**src/rtl/intv_timer_pkg.sv**
```systemverilog
// Package: shared field positions and register selection for the interval timer.
// Assumes a 16-bit register window at byte offsets 0, 2 and 4.
package intv_timer_pkg;

    localparam int CB_RUN    = 0;
    localparam int CB_RELOAD = 1;
    localparam int CB_FLAG   = 2;
    localparam int CB_IEN    = 3;
    localparam int CB_OVW    = 4;
    localparam int CB_HOLD_A = 5;
    localparam int CB_HOLD_B = 6;
    localparam int CB_EXP_LO = 8;

    // Writable control bits, excluding the event flag, which is kept separately.
    localparam logic [15:0] CTRL_STORE_MASK = 16'h0F7B;

    typedef enum logic [1:0] {
        SEL_CTRL = 2'd0,
        SEL_MOD  = 2'd1,
        SEL_CNT  = 2'd2,
        SEL_NONE = 2'd3
    } reg_sel_e;

    // Maps a byte offset to a register; odd offsets select nothing.
    function automatic reg_sel_e decode_sel(input logic [2:0] offs);
        if (offs[0]) begin
            return SEL_NONE;
        end
        unique case (offs[2:1])
            2'd0:    return SEL_CTRL;
            2'd1:    return SEL_MOD;
            2'd2:    return SEL_CNT;
            default: return SEL_NONE;
        endcase
    endfunction

endpackage

```
**src/rtl/intv_prescaler.sv**
```systemverilog
// Divider: emits a one-clock tick every 2^(exp+1) clocks while run is high.
// Assumes exp_i and run_i change only together with restart_i. The phase is
// held at zero while stopped, so the first tick after a restart arrives after
// one full period.
module intv_prescaler #(
    parameter int EXP_W = 4,
    localparam int PH_W = 1 << EXP_W
) (
    input  logic             clk,
    input  logic             rst_n,
    input  logic             run_i,
    input  logic             restart_i,
    input  logic [EXP_W-1:0] exp_i,
    output logic             tick_o
);

    logic [PH_W-1:0]  ph_q;
    logic [PH_W-1:0]  ph_last;
    logic [EXP_W-1:0] shamt;

    // Terminal phase: 2^(exp+1) - 1.
    always_comb begin
        shamt   = EXP_W'(PH_W - 1) - exp_i;
        ph_last = {PH_W{1'b1}} >> shamt;
    end

    assign tick_o = run_i && (ph_q == ph_last);

    // Phase counter: cleared on restart, on stop and after each tick.
    always_ff @(posedge clk) begin
        if (!rst_n) begin
            ph_q <= '0;
        end else if (restart_i || !run_i || tick_o) begin
            ph_q <= '0;
        end else begin
            ph_q <= ph_q + PH_W'(1);
        end
    end

    AST_PHASE_AFTER_TICK: assert property (@(posedge clk) disable iff (!rst_n)
        tick_o |=> (ph_q == '0));
    AST_PHASE_IN_RANGE: assert property (@(posedge clk) disable iff (!rst_n)
        run_i |-> (ph_q <= ph_last));
    AST_STOPPED_PHASE_ZERO: assert property (@(posedge clk) disable iff (!rst_n)
        !run_i |=> (ph_q == '0));

endmodule

```
**src/rtl/intv_counter.sv**
```systemverilog
// Down counter: steps on a tick, wraps to wrap_val_i after zero, and takes
// an immediate load with priority over a step. Reports when a step lands on
// zero.
module intv_counter #(
    parameter int CNT_W = 16
) (
    input  logic             clk,
    input  logic             rst_n,
    input  logic             tick_i,
    input  logic             load_i,
    input  logic [CNT_W-1:0] load_val_i,
    input  logic [CNT_W-1:0] wrap_val_i,
    output logic [CNT_W-1:0] cnt_o,
    output logic             zero_hit_o
);

    logic [CNT_W-1:0] cnt_q;
    logic [CNT_W-1:0] cnt_step;

    // Value the next step would produce.
    always_comb begin
        cnt_step = (cnt_q == '0) ? wrap_val_i : (cnt_q - CNT_W'(1));
    end

    assign zero_hit_o = tick_i && !load_i && (cnt_step == '0);
    assign cnt_o      = cnt_q;

    // Count register: reset to all ones, load beats step.
    always_ff @(posedge clk) begin
        if (!rst_n) begin
            cnt_q <= '1;
        end else if (load_i) begin
            cnt_q <= load_val_i;
        end else if (tick_i) begin
            cnt_q <= cnt_step;
        end
    end

    AST_STEP_DECREMENTS: assert property (@(posedge clk) disable iff (!rst_n)
        (tick_i && !load_i && cnt_q != '0) |=> (cnt_q == $past(cnt_q) - CNT_W'(1)));
    AST_STEP_WRAPS: assert property (@(posedge clk) disable iff (!rst_n)
        (tick_i && !load_i && cnt_q == '0) |=> (cnt_q == $past(wrap_val_i)));
    AST_IDLE_HOLDS: assert property (@(posedge clk) disable iff (!rst_n)
        (!tick_i && !load_i) |=> $stable(cnt_q));
    AST_LOAD_TAKES: assert property (@(posedge clk) disable iff (!rst_n)
        load_i |=> (cnt_q == $past(load_val_i)));

endmodule

```
**src/rtl/intv_regs.sv**
```systemverilog
// Register file: control word, modulus and event flag, plus read mux and
// interrupt level. Decides when the divider restarts and when a modulus
// write loads the count. A set of the flag by the counter wins over a
// clear in the same cycle.
module intv_regs
    import intv_timer_pkg::*;
#(
    parameter int DATA_W = 16,
    parameter int ADDR_W = 3,
    parameter int EXP_W  = 4
) (
    input  logic              clk,
    input  logic              rst_n,
    input  logic              bus_sel,
    input  logic              bus_wr,
    input  logic [ADDR_W-1:0] bus_addr,
    input  logic [DATA_W-1:0] bus_wdata,
    output logic [DATA_W-1:0] bus_rdata,
    input  logic [DATA_W-1:0] cnt_i,
    input  logic              zero_hit_i,
    output logic              run_o,
    output logic [EXP_W-1:0]  exp_o,
    output logic              restart_o,
    output logic              load_o,
    output logic [DATA_W-1:0] wrap_val_o,
    output logic              irq_o
);

    reg_sel_e          sel;
    logic              ctrl_wr;
    logic              mod_wr;
    logic [DATA_W-1:0] ctrl_q;
    logic [DATA_W-1:0] mod_q;
    logic              flag_q;
    logic [DATA_W-1:0] ctrl_new;
    logic              cfg_change;

    // Access decode and detection of a real configuration change.
    always_comb begin
        sel        = decode_sel(bus_addr);
        ctrl_wr    = bus_sel && bus_wr && (sel == SEL_CTRL);
        mod_wr     = bus_sel && bus_wr && (sel == SEL_MOD);
        ctrl_new   = bus_wdata & CTRL_STORE_MASK;
        cfg_change = (((ctrl_q ^ ctrl_new) & ~(DATA_W'(1) << CB_IEN)) != '0);
    end

    // Control word storage (flag excluded).
    always_ff @(posedge clk) begin
        if (!rst_n) begin
            ctrl_q <= '0;
        end else if (ctrl_wr) begin
            ctrl_q <= ctrl_new;
        end
    end

    // Modulus storage.
    always_ff @(posedge clk) begin
        if (!rst_n) begin
            mod_q <= '0;
        end else if (mod_wr) begin
            mod_q <= bus_wdata;
        end
    end

    // Sticky event flag: set by the counter, cleared by write-one or a modulus write.
    always_ff @(posedge clk) begin
        if (!rst_n) begin
            flag_q <= 1'b0;
        end else if (zero_hit_i) begin
            flag_q <= 1'b1;
        end else if ((ctrl_wr && bus_wdata[CB_FLAG]) || mod_wr) begin
            flag_q <= 1'b0;
        end
    end

    // Control outputs to divider and counter.
    always_comb begin
        run_o      = ctrl_q[CB_RUN];
        exp_o      = ctrl_q[CB_EXP_LO +: EXP_W];
        load_o     = mod_wr && ctrl_q[CB_OVW];
        restart_o  = (ctrl_wr && cfg_change) || load_o;
        wrap_val_o = ctrl_q[CB_RELOAD] ? mod_q : '1;
        irq_o      = flag_q && ctrl_q[CB_IEN];
    end

    // Read mux by offset.
    always_comb begin
        unique case (sel)
            SEL_CTRL: bus_rdata = ctrl_q | (DATA_W'(flag_q) << CB_FLAG);
            SEL_MOD:  bus_rdata = mod_q;
            SEL_CNT:  bus_rdata = cnt_i;
            default:  bus_rdata = '0;
        endcase
    end

    AST_FLAG_ONLY_FROM_ZERO: assert property (@(posedge clk) disable iff (!rst_n)
        $rose(flag_q) |-> $past(zero_hit_i));
    AST_ZERO_SETS_FLAG: assert property (@(posedge clk) disable iff (!rst_n)
        zero_hit_i |=> flag_q);
    AST_W1C_CLEARS: assert property (@(posedge clk) disable iff (!rst_n)
        (ctrl_wr && bus_wdata[CB_FLAG] && !zero_hit_i) |=> !flag_q);
    AST_W0_KEEPS: assert property (@(posedge clk) disable iff (!rst_n)
        (flag_q && ctrl_wr && !bus_wdata[CB_FLAG]) |=> flag_q);
    AST_MOD_WRITE_CLEARS: assert property (@(posedge clk) disable iff (!rst_n)
        (mod_wr && !zero_hit_i) |=> !flag_q);
    AST_IRQ_NEEDS_FLAG: assert property (@(posedge clk) disable iff (!rst_n)
        irq_o |-> (bus_sel || !bus_sel) && flag_q && ctrl_q[CB_IEN]);

endmodule

```
**src/rtl/intv_timer.sv**
```systemverilog
// Top: interval timer with a divider, a down counter and a register file.
// Assumes writes are single-cycle strobes on bus_sel && bus_wr; reads are
// combinational from bus_addr.
module intv_timer #(
    parameter int DATA_W = 16,
    parameter int ADDR_W = 3,
    parameter int EXP_W  = 4
) (
    input  logic              clk,
    input  logic              rst_n,
    input  logic              bus_sel,
    input  logic              bus_wr,
    input  logic [ADDR_W-1:0] bus_addr,
    input  logic [DATA_W-1:0] bus_wdata,
    output logic [DATA_W-1:0] bus_rdata,
    output logic              irq_o
);

    logic              run;
    logic [EXP_W-1:0]  exp_sel;
    logic              restart;
    logic              load;
    logic [DATA_W-1:0] wrap_val;
    logic              tick;
    logic [DATA_W-1:0] cnt;
    logic              zero_hit;

    intv_regs #(
        .DATA_W (DATA_W),
        .ADDR_W (ADDR_W),
        .EXP_W  (EXP_W)
    ) regs_i (
        .clk        (clk),
        .rst_n      (rst_n),
        .bus_sel    (bus_sel),
        .bus_wr     (bus_wr),
        .bus_addr   (bus_addr),
        .bus_wdata  (bus_wdata),
        .bus_rdata  (bus_rdata),
        .cnt_i      (cnt),
        .zero_hit_i (zero_hit),
        .run_o      (run),
        .exp_o      (exp_sel),
        .restart_o  (restart),
        .load_o     (load),
        .wrap_val_o (wrap_val),
        .irq_o      (irq_o)
    );

    intv_prescaler #(
        .EXP_W (EXP_W)
    ) div_i (
        .clk       (clk),
        .rst_n     (rst_n),
        .run_i     (run),
        .restart_i (restart),
        .exp_i     (exp_sel),
        .tick_o    (tick)
    );

    intv_counter #(
        .CNT_W (DATA_W)
    ) cnt_i (
        .clk        (clk),
        .rst_n      (rst_n),
        .tick_i     (tick),
        .load_i     (load),
        .load_val_i (bus_wdata),
        .wrap_val_i (wrap_val),
        .cnt_o      (cnt),
        .zero_hit_o (zero_hit)
    );

    AST_COUNT_OFFSET_READ_ONLY: assert property (@(posedge clk) disable iff (!rst_n)
        (bus_sel && bus_wr && bus_addr == ADDR_W'(4) && !run) |=> $stable(cnt));
    AST_NO_TICK_WHEN_STOPPED: assert property (@(posedge clk) disable iff (!rst_n)
        !run |-> !tick);

endmodule

```
**config.mk**
```make
export PLATFORM = sky130hd
export DESIGN_NAME = intv_timer
export DESIGN_NICKNAME = d
export VERILOG_FILES = /design/src/rtl/intv_timer_pkg.sv /design/src/rtl/intv_prescaler.sv /design/src/rtl/intv_counter.sv /design/src/rtl/intv_regs.sv /design/src/rtl/intv_timer.sv
export SDC_FILE = /design/constraint.sdc
export NUM_CORES = 1
export LEC_CHECK = 0
export ABC_AREA = 1
export BUFFER_PORTS_ARGS = -buffer_cell sky130_fd_sc_hd__buf_2
export CELL_PAD_IN_SITES_DETAIL_PLACEMENT = 1
export CELL_PAD_IN_SITES_GLOBAL_PLACEMENT = 1
export CORE_ASPECT_RATIO = 1.4
export CORE_MARGIN = 2
export CORE_UTILIZATION = 44
export CTS_BUF_LIST = sky130_fd_sc_hd__clkbuf_4 sky130_fd_sc_hd__clkbuf_8
export CTS_CLUSTER_SIZE = 40
export DETAILED_ROUTE_END_ITERATION = 10
export GPL_TIMING_DRIVEN = 0
export PLACE_DENSITY = 0.8
export SYNTH_ARGS = -nofsm -noshare
export SYNTH_HDL_FRONTEND = slang
export SYNTH_SLANG_ARGS = --single-unit
```
**constraint.sdc**
```tcl
create_clock -name clk -period 1.9 [get_ports clk]
set_input_delay 0.19 -clock clk [delete_from_list [all_inputs] [get_ports clk]]
set_output_delay 0.19 -clock clk [all_outputs]
set_load 0.01 [all_outputs]
```
==> results.md, run 1 <==
* Status: complete, but fails checks
* Failing checks: setup timing
* Mapped Cells at around 610
* Required time worst endpoint at 2.15 ns
* Post-synthesis cell area at just over 4000 um2
* CTS clk-pin slew, worst paths at 0.07 ns
* Placed cell area at 4370 um2
* Largest net degree at the start of global routing at 11
* Final Hold Fails at 0
* Syn Nets at ~640
* Fin cells at just under 800
* Max capacitance violation total at 0
* DR vias/cell at between 5 and 6
* Hold slack at 0.0800 ns
* Initial antenna violation count at 0
* Post-layout util at 55.8%
* Clk Latency, worst-skew pair at 0.36 ns
* Remaining DRCs at 0
* Power per cell area at between 500 and 600 nW/um2
* Die Y-Extent at approximately 120 um
* Slew @ Worst Pin at between 0.6 and 0.7 ns
* Final net count at 705
* Post-synth ARST share at 0%
* Data arrival, critical path at between 2 and 2.5 ns
* Seq cells post-synth at 59
* Share of post-route cells with drive strength above 1 at 29.3%
* Warnings from Yosys at 0
* Sequential area share after synthesis at around 29%
* Synth unique cells at 38
* Gr usage total at 30.8%
* Initial Util at roughly 45%
* Worst VDD drop at about 350 uV
* Fmax at a little over 500 MHz
* Die width at between 80 and 90 um
* CP Capture Type: flop
* Worst path cell trace: buf_6 -> nor2_4 -> buf_4 -> o21ai_1 -> nor2_1 -> nand3_2 -> nor2_4 -> a31oi_4 -> nand2_4 -> clkbuf_16 -> nor2_4
* Worst hold stages at 3
* First-pass GRT wire length at between 20000 and 25000 um
* Via count at ~4400
* First DRT Iteration DRCs at about 240
* Worst slew margin at between 50% and 60%
* Max Buffers Root-to-Sink at 2
* Pins over their slew limit at 0
* Antenna Cells at 0
* Crit-path max FO at 8
* IO Port Bufs at 38
* Fin crit period at approximately 2.0 ns
* Slowest-stage cell, CP: dfxtp_1
* Final Power at 2.68 mW
* Setup Viol. Count Final at 33
* Cts bufs inserted at 9
* Post-Place Worst Slack at -0.404 ns
* DRT met1 WL at between 5000 and 6000 um
* Worst min-delay path category: input port to flop
* Top Layer Used: met4
* Vias in the first global route at 4645
* H-tree depth at 3
* Area delta synth->final at 23.9%
* Routability Congestion at roughly 0.95
* Die ar. at roughly 10000 um2
* CP dominant cell by count: nor2_4
* Final period utilization at 104%
* CP Class: flop to flop
* FILL cells at ~1200
* Final wirelength at between 15000 and 20000 um
* Final instance area at roughly 5000 um2
* Core area at between 8000 and 9000 um2
* Post-route clock skew at 0.00822 ns
* Routed wire per std cell at 19.7 um
* CP Launch Type: flop
* Final worst setup slack at -0.0758 ns
* CTS Sinks at 59
* Final ANT Viol Nets at 0
* Ys flop type: dfxtp_1
* Setup_tns at -1.11 ns
* WL met3 at ~550 um
* Syn avg cell area at roughly 6.6 um2
* Inst Count DP at ~760
* CTS tree: yes
* EDFF count, synth at 0
* Row count at roughly 40
* CTS root buf: clkbuf_8
* Met2 wire length at approximately 8600 um
* RSZ-0062 raised after global routing: true
* Slowest stage delay, CP at around 0.31 ns
* DP Wirelength at approximately 11000 um
* I/O pins at 40
* DRT Pass-1 Iters at 5
* Static Leak at approximately 2.2 nW
* Worst reg2reg path depth at 11
* Overflow after GRT at 0
-- timing repair --
item                                    4_1_cts  5_1_grt
hold buffers                                  0        0
cloned                                        1        2
endpoints found under the setup margin       32       48
gates resized for setup                      43       57
pin swaps                                     8       16
buffers inserted                             10        4
-- layout by cell type, fill, tap and decap left out, drive strengths merged --
master	synthesis	final
a31oi	1	1
xor2	18	18
o21ai	43	43
or2	1	1
clkbuf	13	28
dfxtp	59	59
nand3	53	53
o22ai	6	6
nand2	172	172
o2111ai	1	1
bufinv	0	1
xnor2	5	5
nor3	6	6
nor2	85	85
inv	79	79
ha	3	3
o221ai	11	11
a21oi	40	40
buf	9	61
o21bai	1	1
nand3b	2	2
clkinv	1	3
nand4	4	4
-- power breakdown --
part / total, mW / switching (mW) / leakage (nW) / internal, mW
Combinational: 0.242 / 0.161 / 1.58 / 0.0816
Clock: 1.18 / 0.540 / 0.100 / 0.639
Sequential: 1.26 / 0.00938 / 0.478 / 1.25
Total: 2.68 / 0.710 / 2.15 / 1.97
-- Yosys cell counts, types with 2 or more instances --
cell / number / area (um2)
a21oi_1: 40 / 200
inv_2: 4 / 15.0
nand3b_1: 2 / 15.0
ha_1: 3 / 37.5
clkbuf_1: 13 / 48.8
nor2_2: 7 / 43.8
buf_6: 2 / 22.5
inv_1: 75 / 282
nand4_1: 3 / 18.8
xor2_1: 18 / 158
buf_4: 2 / 15.0
dfxtp_1: 59 / 1180
o21ai_0: 36 / 180
nor2_4: 18 / 203
nor3_2: 2 / 20.0
nand3_1: 38 / 190
nand2_1: 161 / 604
xnor2_1: 5 / 43.8
o21ai_1: 6 / 30.0
nor2_1: 60 / 225
nand2_2: 9 / 56.3
nand3_2: 15 / 150
o22ai_1: 6 / 37.5
buf_2: 2 / 10.0
nor3_1: 4 / 20.0
o221ai_1: 11 / 96.3
-- per-layer routing --
metal / global-route usage [%] / vias to the layer above
li1: - / 2093
met1: 31.1 / 2096
met2: 56.7 / 117
met3: 4.50 / 66
met4: 20.5 / 0
met5: 0 / -
-- worst max-delay path, delay by kind of cell, from the launching register on --
| family | cells | cell delay, ns |
|---|---|---|
| AND/OR/NAND/NOR | 6 | 0.81 |
| buffers and inverters | 3 | 0.47 |
| AO/OA/AOI/OAI | 2 | 0.26 |
| flip-flops | 1 | 0.31 |
-- kinds of logic after synthesis --
logic type	after synthesis	share of synthesized area [%]
compound gates	103	14.6
xor+xnor	23	4.98
fa+ha+maj	3	0.929
buf+inv	102	10.8
simple gates	323	39.5
flops	59	29.2
-- flip-flops by register name (all words and copies together), names as in the netlist --
| signal | cells |
|---|---|
| div_i.ph_q | 16 |
| regs_i.ctrl_q | 10 |
| cnt_i.cnt_o | 16 |
| regs_i.flag_q | 1 |
| regs_i.mod_q | 16 |
-- path summary, 6_finish.rpt --
kind / start / endpoint / slack (ns)
setup / recovery: regs_i.ctrl_q[10] / div_i.ph_q[6] / -0.08
hold / removal: bus_wdata[12] / cnt_i.cnt_o[12] / 0.08
setup reg to reg: regs_i.ctrl_q[10] / div_i.ph_q[6] / -0.08
hold reg to reg: div_i.ph_q[0] / div_i.ph_q[0] / 0.44
-- final cells by class --
class	instances	area, um2	area share, %
Timing Repair Buffer	55	360	7.19
Inverter	80	308	6.15
Clock buffer	12	146	2.92
Buffer	22	170	3.40
Sequential cell	59	1200	23.9
Clock inverter	3	40.0	0.799
Tap cell	107	134	2.67
Multi-Input combinational cell	452	2650	52.9
No activity file was read; power rests on OpenSTA's default activity.
==> run 2, diff against run 1 <==
- CELL_PAD_IN_SITES_DETAIL_PLACEMENT: 1 -> not set
- CELL_PAD_IN_SITES_GLOBAL_PLACEMENT: 1 -> not set
- CORE_UTILIZATION: 44 -> 45
- GPL_TIMING_DRIVEN: 0 -> not set
- PLACE_DENSITY: 0.8 -> 0.6
==> results.md, run 2 (synthesized netlist as in run 1, its figures left out) <==
* Status: finished, final reports clean
* Die Y-Extent at 116 um (-1.1%)
* Initial Util at 46.7% (+1.7 points)
* Final period utilization at 98.3% (-5.7 points)
* Routed wire per std cell at 16.2 um (-18%)
* Gr usage total at 27.0% (-3.9 points)
* Remaining DRCs at 0 (unchanged)
* Overflow after GRT at 0 (unchanged)
* CP Capture Type: flop
* Worst slew margin at 59.0% (+5.5 points)
* Setup Viol. Count Final at 0 (-100%)
* CP Launch Type: flop
* Clk Latency, worst-skew pair at 0.35 ns (about the same)
* CTS clk-pin slew, worst paths at 0.07 ns (about the same)
* CP Class: flop to flop
* Commonest non-fill, non-tap cell in the layout: nand2_1
* Share of post-route cells with drive strength above 1 at 29.5% (+0.18 points)
* Final wirelength at 13100 um (-16%)
* Pins over their slew limit at 0 (unchanged)
* Power per cell area at 573 nW/um2 (+7.2%)
* Worst Hold End: cnt_i.cnt_o[15]
* Area delta synth->final at 27.8%
* Worst min-delay path category: input port to flop
* Max Buffers Root-to-Sink at 2 (unchanged)
* Row count at 40 (-2.4%)
* First-pass GRT wire length at 20100 um (-15%)
* Data arrival, critical path at 2.11 ns (-0.12 ns)
* CTS Sinks at 59 (unchanged)
* RSZ-0062 raised after global routing: true
* Most frequent cells in the layout: 151 x nand2_1, 74 x inv_1, 56 x dfxtp_1, 54 x buf_4, 50 x nor2_1
* Beginning of the worst register-to-register path: regs_i.ctrl_q[11]
* Worst reg2reg path depth at 12 (+1)
* Worst R2R End: cnt_i.cnt_o[7]
* Slew @ Worst Pin at 0.615 ns (-0.0838 ns)
* Final ANT Viol Nets at 0 (unchanged)
* Initial antenna violation count at 0 (unchanged)
* DR vias/cell at 5.30 (-4.1%)
* Routability Congestion at 0.977 (+3.0%)
* Setup_tns at 0 ns (+1.11 ns)
* Die ar. at 9770 um2 (-2.1%)
* H-tree depth at 3 (unchanged)
* Final net count at 727 (+3.1%)
* First DRT Iteration DRCs at 196 (-18%)
* I/O pins at 40 (unchanged)
* Required time worst endpoint at 2.14 ns (about the same)
* Hold Crit Start: bus_wdata[15]
* Core area at 8660 um2 (-3.6%)
* IO Port Bufs at 39 (+2.6%)
* Via count at 4302 (-1.6%)
* Die width at 84.1 um (-1.1%)
* Worst hold stages at 3 (unchanged)
* Fin crit period at 1.87 ns (-0.109 ns)
* DRT Pass-1 Iters at 5 (unchanged)
* R2r setup slk at 0.03 ns (+0.11 ns)
* Final Power at 2.96 mW (+11%)
* Final Hold Fails at 0 (unchanged)
* DP Wirelength at 9780 um (-13%)
* Worst VDD drop at 451 uV (+27%)
* Vias in the first global route at 4119 (-11%)
* Fmax at 536 MHz (+5.8%)
* Cts bufs inserted at 9 (unchanged)
* Post-layout util at 59.7% (+3.9 points)
* Largest net degree at the start of global routing at 30 (+19)
* CTS root buf: clkbuf_8
* CTS tree: yes
* Static Leak at 2.33 nW (+8.1%)
* Post-route clock skew at 0.00415 ns (-0.00408 ns)
* Antenna Cells at 0 (unchanged)
* Max capacitance violation total at 0 (unchanged)
* Crit-path max FO at 16 (+8)
## run 2: cell count changes in the layout (fill, tap and decap cells not counted), sizes merged
| cell | before | now |
|---|---|---|
| buf | 61 | 98 |
| clkbuf | 28 | 12 |
| bufinv | 1 | 3 |
## run 2: where the power goes
| group | leakage, nW | total, mW | switching (mW) | internal, mW |
|---|---|---|---|---|
| combinational | 1.72 | 0.241 | 0.153 | 0.0880 |
| clock | 0.127 | 1.46 | 0.546 | 0.918 |
| sequential | 0.479 | 1.26 | 0.00898 | 1.25 |
## run 2: area by class of cell
cell class | count | area (um2)
fillers | 861 | 3490
multi-input cells | 452 | 2570
flip-flops and latches | 59 | 1190
repair buffers | 99 | 726
inverters | 80 | 305
clock buffers | 11 | 145
well taps | 105 | 131
clock inverters | 5 | 100
## run 2: how the worst max path moves through the flow
stage / from / end
3_5_place_dp: regs_i.ctrl_q[9] / div_i.ph_q[1]
3_3_place_gp: regs_i.ctrl_q[11] / div_i.ph_q[1]
2_1_floorplan: cnt_i.cnt_o[0] / regs_i.flag_q
6_report: regs_i.ctrl_q[11] / cnt_i.cnt_o[7]
4_1_cts: regs_i.ctrl_q[9] / div_i.ph_q[1]
5_1_grt: regs_i.ctrl_q[11] / cnt_i.cnt_o[7]
## run 2: worst max-delay path: stages, from the launching register on
cell	delay, ns
dfxtp_4	0.36
buf_12	0.13
nor2_4	0.17
nand2_2	0.08
nand2_1	0.07
o21ai_1	0.06
nor2_1	0.11
nand2_1	0.10
nor2_4	0.17
a31oi_4	0.15
buf_12	0.19
nand2_1	0.09
nand3_2	0.07
## run 2: routing by layer
| metal | GRT usage, % | routed length, um | up-vias |
|---|---|---|---|
| li1 | - | - | 2145 |
| met1 | 27.5 | 4820 | 1997 |
| met2 | 51.6 | 7150 | 112 |
| met3 | 3.32 | 436 | 48 |
| met4 | 17.4 | 697 | 0 |
| met5 | 0 | 0 | - |
## run 2: through the flow
| stage | cells | hold WS, ns | area (um2) | setup slack [ns] |
|---|---|---|---|---|
| final | 811 | 0.0768 | 5170 | 0.0332 |
| after global routing | 811 | 0.0950 | 5170 | -0.0775 |
| after CTS | 803 | 0.0668 | 4920 | 0.00490 |
| after detailed placement | 787 | 0.441 | 4670 | 0.0223 |
| after global placement | 787 | 0.435 | 4670 | 0.0681 |
| after floorplan | 613 | 0.325 | 4040 | 0.204 |
## run 2: what timing repair did
action | in CTS | in global routing
gates resized for setup | 0 | 46
setup buffers | 0 | 7
endpoints found under the setup margin | 0 | 33
hold buffers | 0 | 0
==> run 3, diff against run 2 <==
- RECOVER_POWER: not set -> 50
==> results.md, run 3 (synthesized netlist as in run 1, its figures left out) <==
* Most frequent cells in the layout: 151 x nand2_1, 74 x inv_1, 56 x dfxtp_1, 52 x buf_4, 51 x nor2_1
* Worst Hold End: cnt_i.cnt_o[15]
* Final Hold Fails at 0 (unchanged)
* Fmax at 535 MHz (about the same)
* CP Launch Type: flop
* R2r setup slk at 0.03 ns (about the same)
* Vias in the first global route at 4119 (unchanged)
* First-pass GRT wire length at 20100 um (unchanged)
* Largest net degree at the start of global routing at 30 (unchanged)
* DRT Pass-1 Iters at 5 (unchanged)
* DR vias/cell at 5.30 (about the same)
* Share of post-route cells with drive strength above 1 at 28.6% (-0.85 points)
* Slew @ Worst Pin at 0.655 ns (+0.0404 ns)
* Worst slew margin at 56.3% (-2.6 points)
* Clk Latency, worst-skew pair at 0.35 ns (about the same)
* Post-route clock skew at 0.00412 ns (-0.0000279 ns)
* Cts hold-fix bufs at 0 (unchanged)
* DP Wirelength at 9780 um (unchanged)
* Required time worst endpoint at 2.14 ns (about the same)
* Remaining DRCs at 0 (unchanged)
* Via count at 4298 (-0.093%)
* Die Y-Extent at 116 um (unchanged)
* CTS clk-pin slew, worst paths at 0.07 ns (about the same)
* Worst hold stages at 3 (unchanged)
* H-tree depth at 3 (unchanged)
* Status: finished, final reports clean
* Max capacitance violation total at 0 (unchanged)
* Routability Congestion at 0.977 (unchanged)
* Final worst setup slack at 0.0323 ns (-0.000829 ns)
* Setup Viol. Count Final at 0 (unchanged)
* Power per cell area at 574 nW/um2 (+0.23%)
* RSZ-0062 raised after global routing: true
* Area delta synth->final at 27.5%
* CTS root buf: clkbuf_8
* Worst min-delay path category: input port to flop
* Final ANT Viol Nets at 0 (unchanged)
* Worst R2R End: cnt_i.cnt_o[7]
* Commonest non-fill, non-tap cell in the layout: nand2_1
* Worst reg2reg path depth at 12 (unchanged)
* Cts bufs inserted at 9 (unchanged)
* Data arrival, critical path at 2.11 ns (about the same)
* Fin cells at 811 (unchanged)
* Core area at 8660 um2 (unchanged)
* Final wirelength at 13100 um (-0.14%)
* Fin crit period at 1.87 ns (+0.000829 ns)
* Overflow after GRT at 0 (unchanged)
* Final period utilization at 98.3% (about the same)
* CTS tree: yes
* I/O pins at 40 (unchanged)
* Initial Util at 46.7% (unchanged)
* Static Leak at 2.31 nW (-0.71%)
* Final net count at 727 (unchanged)
* Gr usage total at 27.0% (unchanged)
* Die ar. at 9770 um2 (unchanged)
* Inst Count DP at 787 (unchanged)
* First DRT Iteration DRCs at 197 (+0.51%)
* Max Buffers Root-to-Sink at 2 (unchanged)
* FILL cells at 867 (+0.70%)
* Worst VDD drop at 451 uV (about the same)
* CP Class: flop to flop
* Initial antenna violation count at 0 (unchanged)
* Post-Place Worst Slack at 0.0223 ns (unchanged)
* Crit-path max FO at 16 (unchanged)
* CP Capture Type: flop
* Pins over their slew limit at 0 (unchanged)
* Routed wire per std cell at 16.1 um (-0.14%)
* CTS Sinks at 59 (unchanged)
* Hold Crit Start: bus_wdata[15]
* Antenna Cells at 0 (unchanged)
* Row count at 40 (unchanged)
* IO Port Bufs at 39 (unchanged)
* Beginning of the worst register-to-register path: regs_i.ctrl_q[11]
* Die width at 84.1 um (unchanged)
==> run 3: routing by layer <==
metal	up-vias	share of wire, %	global-route usage [%]	routed length, um
met5	-	0	0	0
met4	0	5.0	17.4	650
met3	44	3.4	3.32	442
met2	118	55	51.6	7180
met1	1993	37	27.5	4810
li1	2143	-	-	-
==> run 3: worst max path at each step <==
stage | startpoint | to | slack, ns | cells past startpoint
after detailed placement | regs_i.ctrl_q[9] | div_i.ph_q[1] | 0.02 | 11
final | regs_i.ctrl_q[11] | cnt_i.cnt_o[7] | 0.03 | 12
after CTS | regs_i.ctrl_q[9] | div_i.ph_q[1] | 0.005 | 11
after global placement | regs_i.ctrl_q[11] | div_i.ph_q[1] | 0.07 | 8
after floorplan | cnt_i.cnt_o[0] | regs_i.flag_q | 0.20 | 14
after global routing | regs_i.ctrl_q[11] | cnt_i.cnt_o[7] | -0.08 | 12
==> run 3: area by class of cell <==
class / count / area, um2 / area share, %
clock buffers: 11 / 145 / 2.82
clock inverters: 5 / 100 / 1.94
inverters: 80 / 305 / 5.92
multi-input cells: 452 / 2570 / 49.8
flip-flops and latches: 59 / 1190 / 23.1
well taps: 105 / 131 / 2.55
repair buffers: 99 / 714 / 13.9
==> run 3: repair_timing <==
| action | CTS | global route |
|---|---|---|
| resized for setup | 0 | 46 |
| endpoints found under the setup margin | 0 | 33 |
| setup buffers | 0 | 7 |
==> run 3: power by group <==
group | switching (mW) | internal, mW
Sequential | 0.00898 | 1.25
Combinational | 0.153 | 0.0860
Clock | 0.548 | 0.918
Total | 0.710 | 2.25
==> run 3: metrics by stage <==
step	utilization, %	power, mW	TNS, ns	hold WS (ns)	cell area [um2]
CTS	56.8	2.98	0	0.0668	4920
global route	59.5	3.05	-1.36	0.0950	5150
detailed placement	54.0	1.51	0	0.441	4670
floorplan	-	1.41	0	0.325	4040
finish	59.5	2.96	0	0.0781	5150
global placement	54.0	1.51	0	0.435	4670
==> run 3: worst max-delay path, cell delays in order, from the launching register on <==
cell	delay, ns
dfxtp_4	0.36
buf_12	0.13
nor2_4	0.17
nand2_2	0.08
nand2_1	0.07
o21ai_1	0.06
nor2_1	0.11
nand2_1	0.10
nor2_4	0.17
a31oi_4	0.15
buf_12	0.19
nand2_1	0.09
nand3_2	0.07
